`config.mk`:
```
export PLATFORM = sky130hd
export DESIGN_NAME = dwt97_fold_core
export DESIGN_NICKNAME = d
export VERILOG_FILES = /design/src/rtl/dwt97_pkg.sv /design/src/rtl/dwt97_lift_unit.sv /design/src/rtl/dwt97_scale_unit.sv /design/src/rtl/dwt97_fold_core.sv
export SDC_FILE = /design/constraint.sdc
export NUM_CORES = 1
export LEC_CHECK = 0
export ABC_AREA = 1
export CELL_PAD_IN_SITES_DETAIL_PLACEMENT = 0
export CELL_PAD_IN_SITES_GLOBAL_PLACEMENT = 1
export CORE_MARGIN = 1
export CORE_UTILIZATION = 31
export DETAILED_ROUTE_END_ITERATION = 8
export GPL_ROUTABILITY_DRIVEN = 1
export PLACE_DENSITY_LB_ADDON = 0.1
export SLEW_MARGIN = 20
export SYNTH_ARGS = -nofsm -noshare
export SYNTH_HDL_FRONTEND = slang
export SYNTH_SLANG_ARGS = --single-unit
```
`constraint.sdc`:
```
create_clock -name clk -period 12.17 [get_ports clk]
set_clock_uncertainty 0.2 [all_clocks]
set_input_delay 3.0425 -clock clk [delete_from_list [all_inputs] [get_ports clk]]
set_output_delay 3.0425 -clock clk [all_outputs]
set_load 0.02 [all_outputs]
```
`src/rtl/dwt97_pkg.sv`:
```
package dwt97_pkg;

    localparam int COEF_W = 16;
    localparam int FRAC_B = 14;

    typedef logic signed [COEF_W-1:0] coef_t;

    // Q2.14 lifting and normalisation constants
    localparam coef_t C_STEP0 = -16'sd25987;
    localparam coef_t C_STEP1 = -16'sd868;
    localparam coef_t C_STEP2 = 16'sd14466;
    localparam coef_t C_STEP3 = 16'sd7266;
    localparam coef_t C_KINV  = 16'sd14252;
    localparam coef_t C_KSCL  = 16'sd18835;

    typedef enum logic [1:0] {
        ST_IDLE,
        ST_LOAD,
        ST_LIFT,
        ST_EMIT
    } fsm_t;

    function automatic coef_t step_coef(input logic [1:0] pass);
        coef_t c;
        unique case (pass)
            2'd0: c = C_STEP0;
            2'd1: c = C_STEP1;
            2'd2: c = C_STEP2;
            default: c = C_STEP3;
        endcase
        return c;
    endfunction

endpackage

```
`src/rtl/dwt97_lift_unit.sv`:
```
module dwt97_lift_unit
    import dwt97_pkg::*;
#(
    parameter int WW = 14
) (
    input  logic signed [WW-1:0] nb_a,
    input  logic signed [WW-1:0] nb_b,
    input  logic signed [WW-1:0] tgt,
    input  coef_t                coef,
    output logic signed [WW-1:0] res
);
    localparam int PW = WW + 1 + COEF_W;
    localparam logic signed [PW-1:0] RND = PW'(1) <<< (FRAC_B - 1);

    logic signed [WW:0]   pair_sum;
    logic signed [PW-1:0] prod;

    always_comb begin
        pair_sum = {nb_a[WW-1], nb_a} + {nb_b[WW-1], nb_b};
        prod     = PW'(pair_sum) * PW'(coef);
        res      = WW'(PW'(tgt) + ((prod + RND) >>> FRAC_B));
    end
endmodule

```
`src/rtl/dwt97_scale_unit.sv`:
```
module dwt97_scale_unit
    import dwt97_pkg::*;
#(
    parameter int WW = 14
) (
    input  logic signed [WW-1:0] lo_in,
    input  logic signed [WW-1:0] hi_in,
    output logic signed [WW-1:0] lo_out,
    output logic signed [WW-1:0] hi_out
);
    localparam int PW = WW + COEF_W;
    localparam logic signed [PW-1:0] RND = PW'(1) <<< (FRAC_B - 1);

    logic signed [PW-1:0] lo_prod;
    logic signed [PW-1:0] hi_prod;

    always_comb begin
        lo_prod = PW'(lo_in) * PW'(C_KINV);
        hi_prod = PW'(hi_in) * PW'(C_KSCL);
        lo_out  = WW'((lo_prod + RND) >>> FRAC_B);
        hi_out  = WW'((hi_prod + RND) >>> FRAC_B);
    end
endmodule

```
`src/rtl/dwt97_fold_core.sv`:
```
module dwt97_fold_core
    import dwt97_pkg::*;
#(
    parameter int IW       = 10,
    parameter int GUARD    = 4,
    parameter int LINE_LEN = 16
) (
    input  logic                       clk,
    input  logic                       rst,
    input  logic                       in_valid_i,
    input  logic                       in_sol_i,
    input  logic signed [IW-1:0]       in_data_i,
    output logic                       out_valid_o,
    output logic                       out_first_o,
    output logic signed [IW+GUARD-1:0] out_low_o,
    output logic signed [IW+GUARD-1:0] out_high_o
);
    localparam int WW   = IW + GUARD;
    localparam int HALF = LINE_LEN / 2;
    localparam int AW   = $clog2(LINE_LEN);
    localparam int HW   = $clog2(HALF);

    fsm_t state_q, state_nxt;

    logic signed [WW-1:0] line_q [LINE_LEN];
    logic [AW-1:0]        ld_idx_q;
    logic [HW-1:0]        idx_q;
    logic [1:0]           pass_q;

    logic [AW-1:0]        a_even, a_odd, a_next, a_prev, wr_addr;
    logic                 is_pred, first_i, last_i;
    logic signed [WW-1:0] nb_a, nb_b, tgt, lift_res, sc_lo, sc_hi, in_ext;

    // operand selection with mirrored edges
    always_comb begin
        a_even  = {idx_q, 1'b0};
        a_odd   = {idx_q, 1'b1};
        a_next  = a_even + AW'(2);
        a_prev  = a_even - AW'(1);
        is_pred = ~pass_q[0];
        first_i = (idx_q == '0);
        last_i  = (idx_q == HW'(HALF - 1));
        in_ext  = WW'(in_data_i);
        if (is_pred) begin
            nb_a    = line_q[a_even];
            nb_b    = last_i ? line_q[a_even] : line_q[a_next];
            tgt     = line_q[a_odd];
            wr_addr = a_odd;
        end else begin
            nb_a    = first_i ? line_q[a_odd] : line_q[a_prev];
            nb_b    = line_q[a_odd];
            tgt     = line_q[a_even];
            wr_addr = a_even;
        end
    end

    dwt97_lift_unit #(.WW(WW)) lift_i (
        .nb_a (nb_a),
        .nb_b (nb_b),
        .tgt  (tgt),
        .coef (step_coef(pass_q)),
        .res  (lift_res)
    );

    dwt97_scale_unit #(.WW(WW)) scale_i (
        .lo_in  (line_q[a_even]),
        .hi_in  (line_q[a_odd]),
        .lo_out (sc_lo),
        .hi_out (sc_hi)
    );

    // next-state logic
    always_comb begin
        state_nxt = state_q;
        unique case (state_q)
            ST_IDLE: if (in_valid_i && in_sol_i) state_nxt = ST_LOAD;
            ST_LOAD: if (in_valid_i && !in_sol_i && ld_idx_q == AW'(LINE_LEN - 1))
                         state_nxt = ST_LIFT;
            ST_LIFT: if (last_i && pass_q == 2'd3) state_nxt = ST_EMIT;
            ST_EMIT: if (last_i) state_nxt = ST_IDLE;
        endcase
    end

    // state register
    always_ff @(posedge clk) begin
        if (rst) state_q <= ST_IDLE;
        else     state_q <= state_nxt;
    end

    // datapath and outputs
    always_ff @(posedge clk) begin
        if (rst) begin
            ld_idx_q    <= '0;
            idx_q       <= '0;
            pass_q      <= '0;
            out_valid_o <= 1'b0;
            out_first_o <= 1'b0;
            out_low_o   <= '0;
            out_high_o  <= '0;
        end else begin
            out_valid_o <= 1'b0;
            out_first_o <= 1'b0;
            unique case (state_q)
                ST_IDLE: begin
                    idx_q  <= '0;
                    pass_q <= '0;
                    if (in_valid_i && in_sol_i) begin
                        line_q[0] <= in_ext;
                        ld_idx_q  <= AW'(1);
                    end
                end
                ST_LOAD: begin
                    if (in_valid_i) begin
                        if (in_sol_i) begin
                            line_q[0] <= in_ext;
                            ld_idx_q  <= AW'(1);
                        end else begin
                            line_q[ld_idx_q] <= in_ext;
                            ld_idx_q         <= ld_idx_q + AW'(1);
                        end
                    end
                end
                ST_LIFT: begin
                    line_q[wr_addr] <= lift_res;
                    if (last_i) begin
                        idx_q  <= '0;
                        pass_q <= pass_q + 2'd1;
                    end else begin
                        idx_q <= idx_q + HW'(1);
                    end
                end
                ST_EMIT: begin
                    out_low_o   <= sc_lo;
                    out_high_o  <= sc_hi;
                    out_valid_o <= 1'b1;
                    out_first_o <= first_i;
                    idx_q       <= last_i ? '0 : idx_q + HW'(1);
                end
            endcase
        end
    end

    // an input gap during capture leaves the write position unchanged
    a_r2_gap_hold: assert property (@(posedge clk) disable iff (rst)
        (state_q == ST_LOAD && !in_valid_i) |=> (state_q == ST_LOAD && $stable(ld_idx_q)));

    // incoming samples never pull a busy transform back into capture
    a_r3_busy_ignores: assert property (@(posedge clk) disable iff (rst)
        ((state_q == ST_LIFT || state_q == ST_EMIT) && in_valid_i) |=> (state_q != ST_LOAD));

    // first-pair marker only accompanies a valid pair
    a_r9_first_valid: assert property (@(posedge clk) disable iff (rst)
        out_first_o |-> out_valid_o);

    // pairs after the first follow on consecutive cycles
    a_r9_back_to_back: assert property (@(posedge clk) disable iff (rst)
        (out_valid_o && !out_first_o) |-> $past(out_valid_o));

    // output stream ends only once lifting and emission are over
    a_r11_idle_after: assert property (@(posedge clk) disable iff (rst)
        $fell(out_valid_o) |-> (state_q != ST_LIFT && state_q != ST_EMIT));

endmodule

```
# Yosys cells after proc, flatten, opt, wreduce, memory -nomap -nowiden
# Memory sizes are Yosys's and may differ from the RTL's. A register that Yosys moved wholly into a read port is not among the register bits.
# Index checks and enable logic that the tools add are counted.
# totals
n_memories	1
output_inout_bits	30
ram_bits	224
word_cells	105
reg_bits	41
input_bits	14
# classes
bitwise	2
eq_ne	14
muxes	49
n_addsub	10
n_reduce_logical	18
n_mul	3
# mem_list
memory	words	word_bits	rd	rd_clocked_by_memory_dff	wr	line_no	rtl
line_q	16	14	4	2	1	dwt97_fold_core.sv:25	logic signed [WW-1:0] line_q [LINE_LEN];
# ops
operator	n
14-bit two-way mux	8
28-bit by 15-bit adder with 28-bit output (second input constant)	3
16-bit case mux with 3 select lines	1
4-bit two-way mux	9
14-bit by 16-bit multiplier with 28-bit output (second input constant)	1
15-bit by 16-bit multiplier with 28-bit output	1
14-bit OR reduction	2
14-bit by 13-bit multiplier with 26-bit output (second input constant)	1
1-bit two-way mux	21
14-bit by 14-bit adder with 15-bit output	1
14-bit adder	1
2-bit != test (second input constant)	6
2-bit two-way mux	5
2-bit == test (second input constant)	4
2-bit case mux with 4 select lines	1
4-bit case mux with 2 select lines	1
3-bit case mux with 2 select lines	1
2-bit nonzero test	3
4-bit by 1-bit adder with 4-bit output (second input constant)	1
4-bit by 2-bit adder with 4-bit output (second input constant)	1
2-bit by 1-bit == test with 1-bit output (second input constant)	2
4-bit == test (second input constant)	1
1-bit logical AND	4
2-bit logical NOT	2
14 further kinds	15

# Longest topological paths before layout
# An unclocked memory read counts as a cell.
# depth
word_depth	9
mapped_depth	63
ltp_nobuf	58

# By module
# From an unflattened synthesis, not the netlist that was laid out.
# hier_totals
hier_cells	4096
area_unflattened_um2	32311.0
# by_module_without_submodules
mod	cells_each	seq_area_each_um2	area_per_inst_um2	instances
dwt97_fold_core	1770	7607.3	14387.5	1
dwt97_lift_unit	1263	0.0	9658.0	1
dwt97_scale_unit	1063	0.0	8265.4	1

# Least setup slack after synthesis
# OpenSTA, ideal clock, no wires.
# synth_timing
kind	register to register
startpoint	register idx_q[0]
endpoint	memory line_q[0][11] (data pin)
arrival_ns	10.684
path_stages_with_launch	50
period_less_slack_ns	11.214
setup_time_ns	0.330
t_required_ns	11.640
n_path_buf	6
path_slack_ns	0.956
cell_sequence	dfxtp_1 buf_2 inv_1 clkbuf_1 clkbuf_1 ha_1 clkbuf_1 buf_2 clkbuf_1 o21ai_0 o21ai_0 o2111ai_1 o221ai_1 ha_1 inv_1 fa_1 inv_1 nand2_1 (+14 left out) ha_1 a21oi_1 o21ai_0 a21oi_1 nand2_1 a21oi_1 inv_1 a21oi_2 o21ai_0 xor2_1 ha_1 a21oi_1 inv_1 a31oi_1 o21ai_0 a21oi_1 xor2_1 o21ai_0
# synth_via
elab_chain_cells	9
elab_cells_between_ends	14
cone_classes	5 x add/sub; 1 x mul; 1 x eq/ne; 5 x mux; 1 x reduce/logical; 1 x memory
# synth_lines
element	line_no	rtl
from (decl)	dwt97_fold_core.sv:27	logic [HW-1:0] idx_q;
from (signal assigned)	dwt97_fold_core.sv:129	idx_q <= idx_q + HW'(1);
from (signal assigned)	dwt97_fold_core.sv:137	idx_q <= last_i ? '0 : idx_q + HW'(1);
4-bit by 1-bit subtractor with 4-bit output or 4-bit by 2-bit adder with 4-bit output (tied branches)	dwt97_fold_core.sv:39, dwt97_fold_core.sv:38	
memory 16 x 14 bit	--	
14-bit two-way mux, on equally long branches	dwt97_fold_core.sv:50, dwt97_fold_core.sv:46	
14-bit two-way mux	dwt97_fold_core.sv:44	if (is_pred) begin
14-bit by 14-bit adder with 15-bit output *	dwt97_lift_unit.sv:19	pair_sum = {nb_a[WW-1], nb_a} + {nb_b[WW-1], nb_b};
15-bit by 16-bit multiplier with 28-bit output *	dwt97_lift_unit.sv:20	prod = PW'(pair_sum) * PW'(coef);
28-bit by 15-bit adder with 28-bit output *	dwt97_lift_unit.sv:21	res = WW'(PW'(tgt) + ((prod + RND) >>> FRAC_B));
14-bit adder *	dwt97_lift_unit.sv:21	
14-bit two-way mux (no source line) *	--	
to (decl)	dwt97_fold_core.sv:25	
# Every way passes the cells marked *; elsewhere a longest branch is shown, timed or not.

# Worst setup path after layout
# layout_timing
startpoint	register idx_q[1]
endpoint	memory line_q[10][10] (data pin)
# Same word-level chain as after synthesis.

==> flow_metrics.env <==
export IMPL_portBuffers=43
export IMPL_syn_inst=3696
export IMPL_numCtsBuffers=29
export IMPL_holdCritStartpoint="out_high_o[11]"
export IMPL_tns_ps=0
export IMPL_ant_nets=0
export IMPL_ioPinCount=44
export IMPL_grt_pass1_wl_mm=159
export IMPL_ys_flop_type="edfxtp_1"
export IMPL_wirelength_mm=104
export IMPL_avgSynthCellArea_sq_um=8.27
export IMPL_timing_final_crit_share_pct=94.5
export IMPL_grt_pass1_vias=25300
export IMPL_min_period_ps=11500
export IMPL_critical_path_top_delay_family="adder cells"
export IMPL_dieArea_sq_um=99900
export IMPL_worstSetupPathType="reg2reg"
export IMPL_r2r_start="idx_q[1]"
export IMPL_cts_tree="built"
export IMPL_clock_latency_ps=600
export IMPL_antenna_found_initial=3
export IMPL_drt_iter0_drc=1643
export IMPL_ys_warn_count=0
export IMPL_ctsHoldBuffers=0
export IMPL_wl_per_cell_um=20.6
export IMPL_post_cts_buffers=0
export IMPL_setup_viol=0
export IMPL_synth_top_area_share_pct=22.0
export IMPL_dp_hpwl_mm=82.7
export IMPL_dr_total_vias=24300
export IMPL_crit_slowest_cell="fa_1"
export IMPL_synth_seq_cells=268
export IMPL_clock_fmax_mhz=87.0
export IMPL_mappedNetlistArea_sq_um=30600
export IMPL_ys_seq_area_share_pct=24.9
export IMPL_synthArstFlopShare_pct=0
export IMPL_die_w_um=316
export IMPL_synth_edf_count=224
export IMPL_start_util_pct=31.5
export IMPL_yosysMostFrequentCell="inv_1"
export IMPL_cts_max_path_buffers=3
export IMPL_worstPathRequired_ps=12200
export IMPL_grt_usage_pct=21.3
export IMPL_multi_input_area_sq_um=19400
export IMPL_diodes=0
export IMPL_worstHoldPathType="reg2reg"
export IMPL_ys_top_cells_by_area="edfxtp_1 (22%), fa_1 (21%), ha_1 (13%)"
export IMPL_coreArea_sq_um=97100
export IMPL_crit_arrival_ps=11530
export IMPL_area_growth_pct=11.2
export IMPL_cts_sinks=268
export IMPL_rsz0062_at_grt="no"
export IMPL_cts_root_buf="clkbuf_16"
export IMPL_synthTopCellsByCount="inv_1 (830), nand2_1 (530), fa_1 (325)"
export IMPL_n_fill_cell=10300
export IMPL_crit_start="idx_q[1]"
export IMPL_drc_errors=0
export IMPL_num_rows=114
export IMPL_synth_top_area_cell="edfxtp_1"
export IMPL_clkTransAtPathRegs_ps=70
export IMPL_viasPerCell=4.81
export IMPL_grt_max_degree=101
export IMPL_regArea_sq_um=7620
export IMPL_end_kind="register"
export IMPL_dr_pass1_iters=6
export IMPL_fin_nets=4407
export IMPL_worst_pin_slew_ps=999
export IMPL_outcome="completed"
export IMPL_place_gp_congestion=0.859
export IMPL_max_slew_margin_pct=33.1
export IMPL_overflow=0
export IMPL_cts_resized=0
export IMPL_critPathMaxFanout=30
export IMPL_drive_above_1_share_pct=6.06
export IMPL_htreeDepth=1
export IMPL_critPathBufInv=9
export IMPL_ys_types=55
export IMPL_drv_cap=0
export IMPL_maxSlewViolCount=0
export IMPL_cpPeakStageDelay_ps=540
export IMPL_hold_viol=0
export IMPL_die_y_um=316
export IMPL_syn_nets=4350
export IMPL_start_kind="register"
[layer usage]
| metal | vias to the layer above | share of wire (%) | track usage (%) |
|---|---|---|---|
| met5 | - | 0 | 0 |
| met4 | 0 | 2.6 | 5.53 |
| met3 | 105 | 3.9 | 2.02 |
| met2 | 471 | 46 | 34.8 |
| met1 | 11800 | 47 | 30.0 |
| li1 | 12000 | - | - |
[worst paths after layout]
kind / endpoint / cells after the start / slack (ps)
setup / recovery: line_q[10][10] / 44 / 670
hold / removal: out_high_o[11] / 2 / 280
hold reg to reg: out_high_o[11] / 2 / 280
setup reg to reg: line_q[10][10] / 44 / 670
[worst reg2reg max path, delay by kind of cell (launching register included)]
kind                     cells  cell delay (ps)
adder cells (fa/ha/maj)     10             4840
AO/OA/AOI/OAI               13             2540
AND/OR/NAND/NOR             11             1680
buffers and inverters        9             1250
flip-flops                   1              360
XOR/XNOR                     1              240
[cell usage in the layout (no fill, tap or decap), types with 6 or more instances in the layout]
master           count
a21o_1               7
nand2_1            528
dfxtp_1             40
o21ai_0            291
clkinv_1             7
o2111ai_1           12
fa_1               324
nor3_1               8
o21ai_1             25
a21oi_1            215
edfxtp_1           224
o221ai_1            22
clkdlybuf4s50_1     43
o211ai_1            56
nand4_1             27
o21bai_1             8
inv_2               18
a211oi_1             6
o22ai_1             14
a31oi_1             12
clkbuf_16           29
nand2_2             15
ha_1               313
xnor2_1             18
inv_1              829
nor2_1             298
buf_4               95
nor2_2               9
xor2_1              30
nand3b_1             6
nand3_1            153
or2_2                6
[logic make-up after synthesis]
group	Yosys count	synth area share, %
buffers and inverters	969	12.0
AOI/OAI and AO/OA	688	12.6
adders and majority gates	640	34.2
and+or+nand+nor	1079	14.8
DFF	268	24.9
xor gates and xnor gates	52	1.49
[registers in the layout, indices dropped and copies added, names as in the netlist, named ones only]
name	count
idx_q	3
ld_idx_q	4
line_q	224
out_first_o	1
out_high_o	14
out_low_o	14
out_valid_o	1
pass_q	2
state_q	2
[per-stage QoR]
| stage | setup slack (ps) | hold slack, ps | std cells | cell area [sq um] | util [%] |
|---|---|---|---|---|---|
| CTS | 170 | 286 | 5052 | 33900 | 34.9 |
| global route | 12.4 | 321 | 5052 | 34000 | 35.0 |
| detailed placement | 241 | 268 | 4998 | 33000 | 33.9 |
| finish | 673 | 281 | 5052 | 34000 | 35.0 |
| global placement | 278 | 267 | 4998 | 33000 | 33.9 |
| floorplan | 956 | 269 | 3696 | 30600 | - |
[cell type report]
cell class	instances	share of cell area, %
repair buffers	142	3.55
clock buffers	35	2.23
clock inverters	19	0.699
well taps	1276	4.70
flip-flops and latches	268	22.4
multi-input cells	2459	57.0
inverters	853	9.43
Power is left out: the tool's default activity adds up to more than one toggle a clock period on the data nets, which glitch-free logic cannot reach.
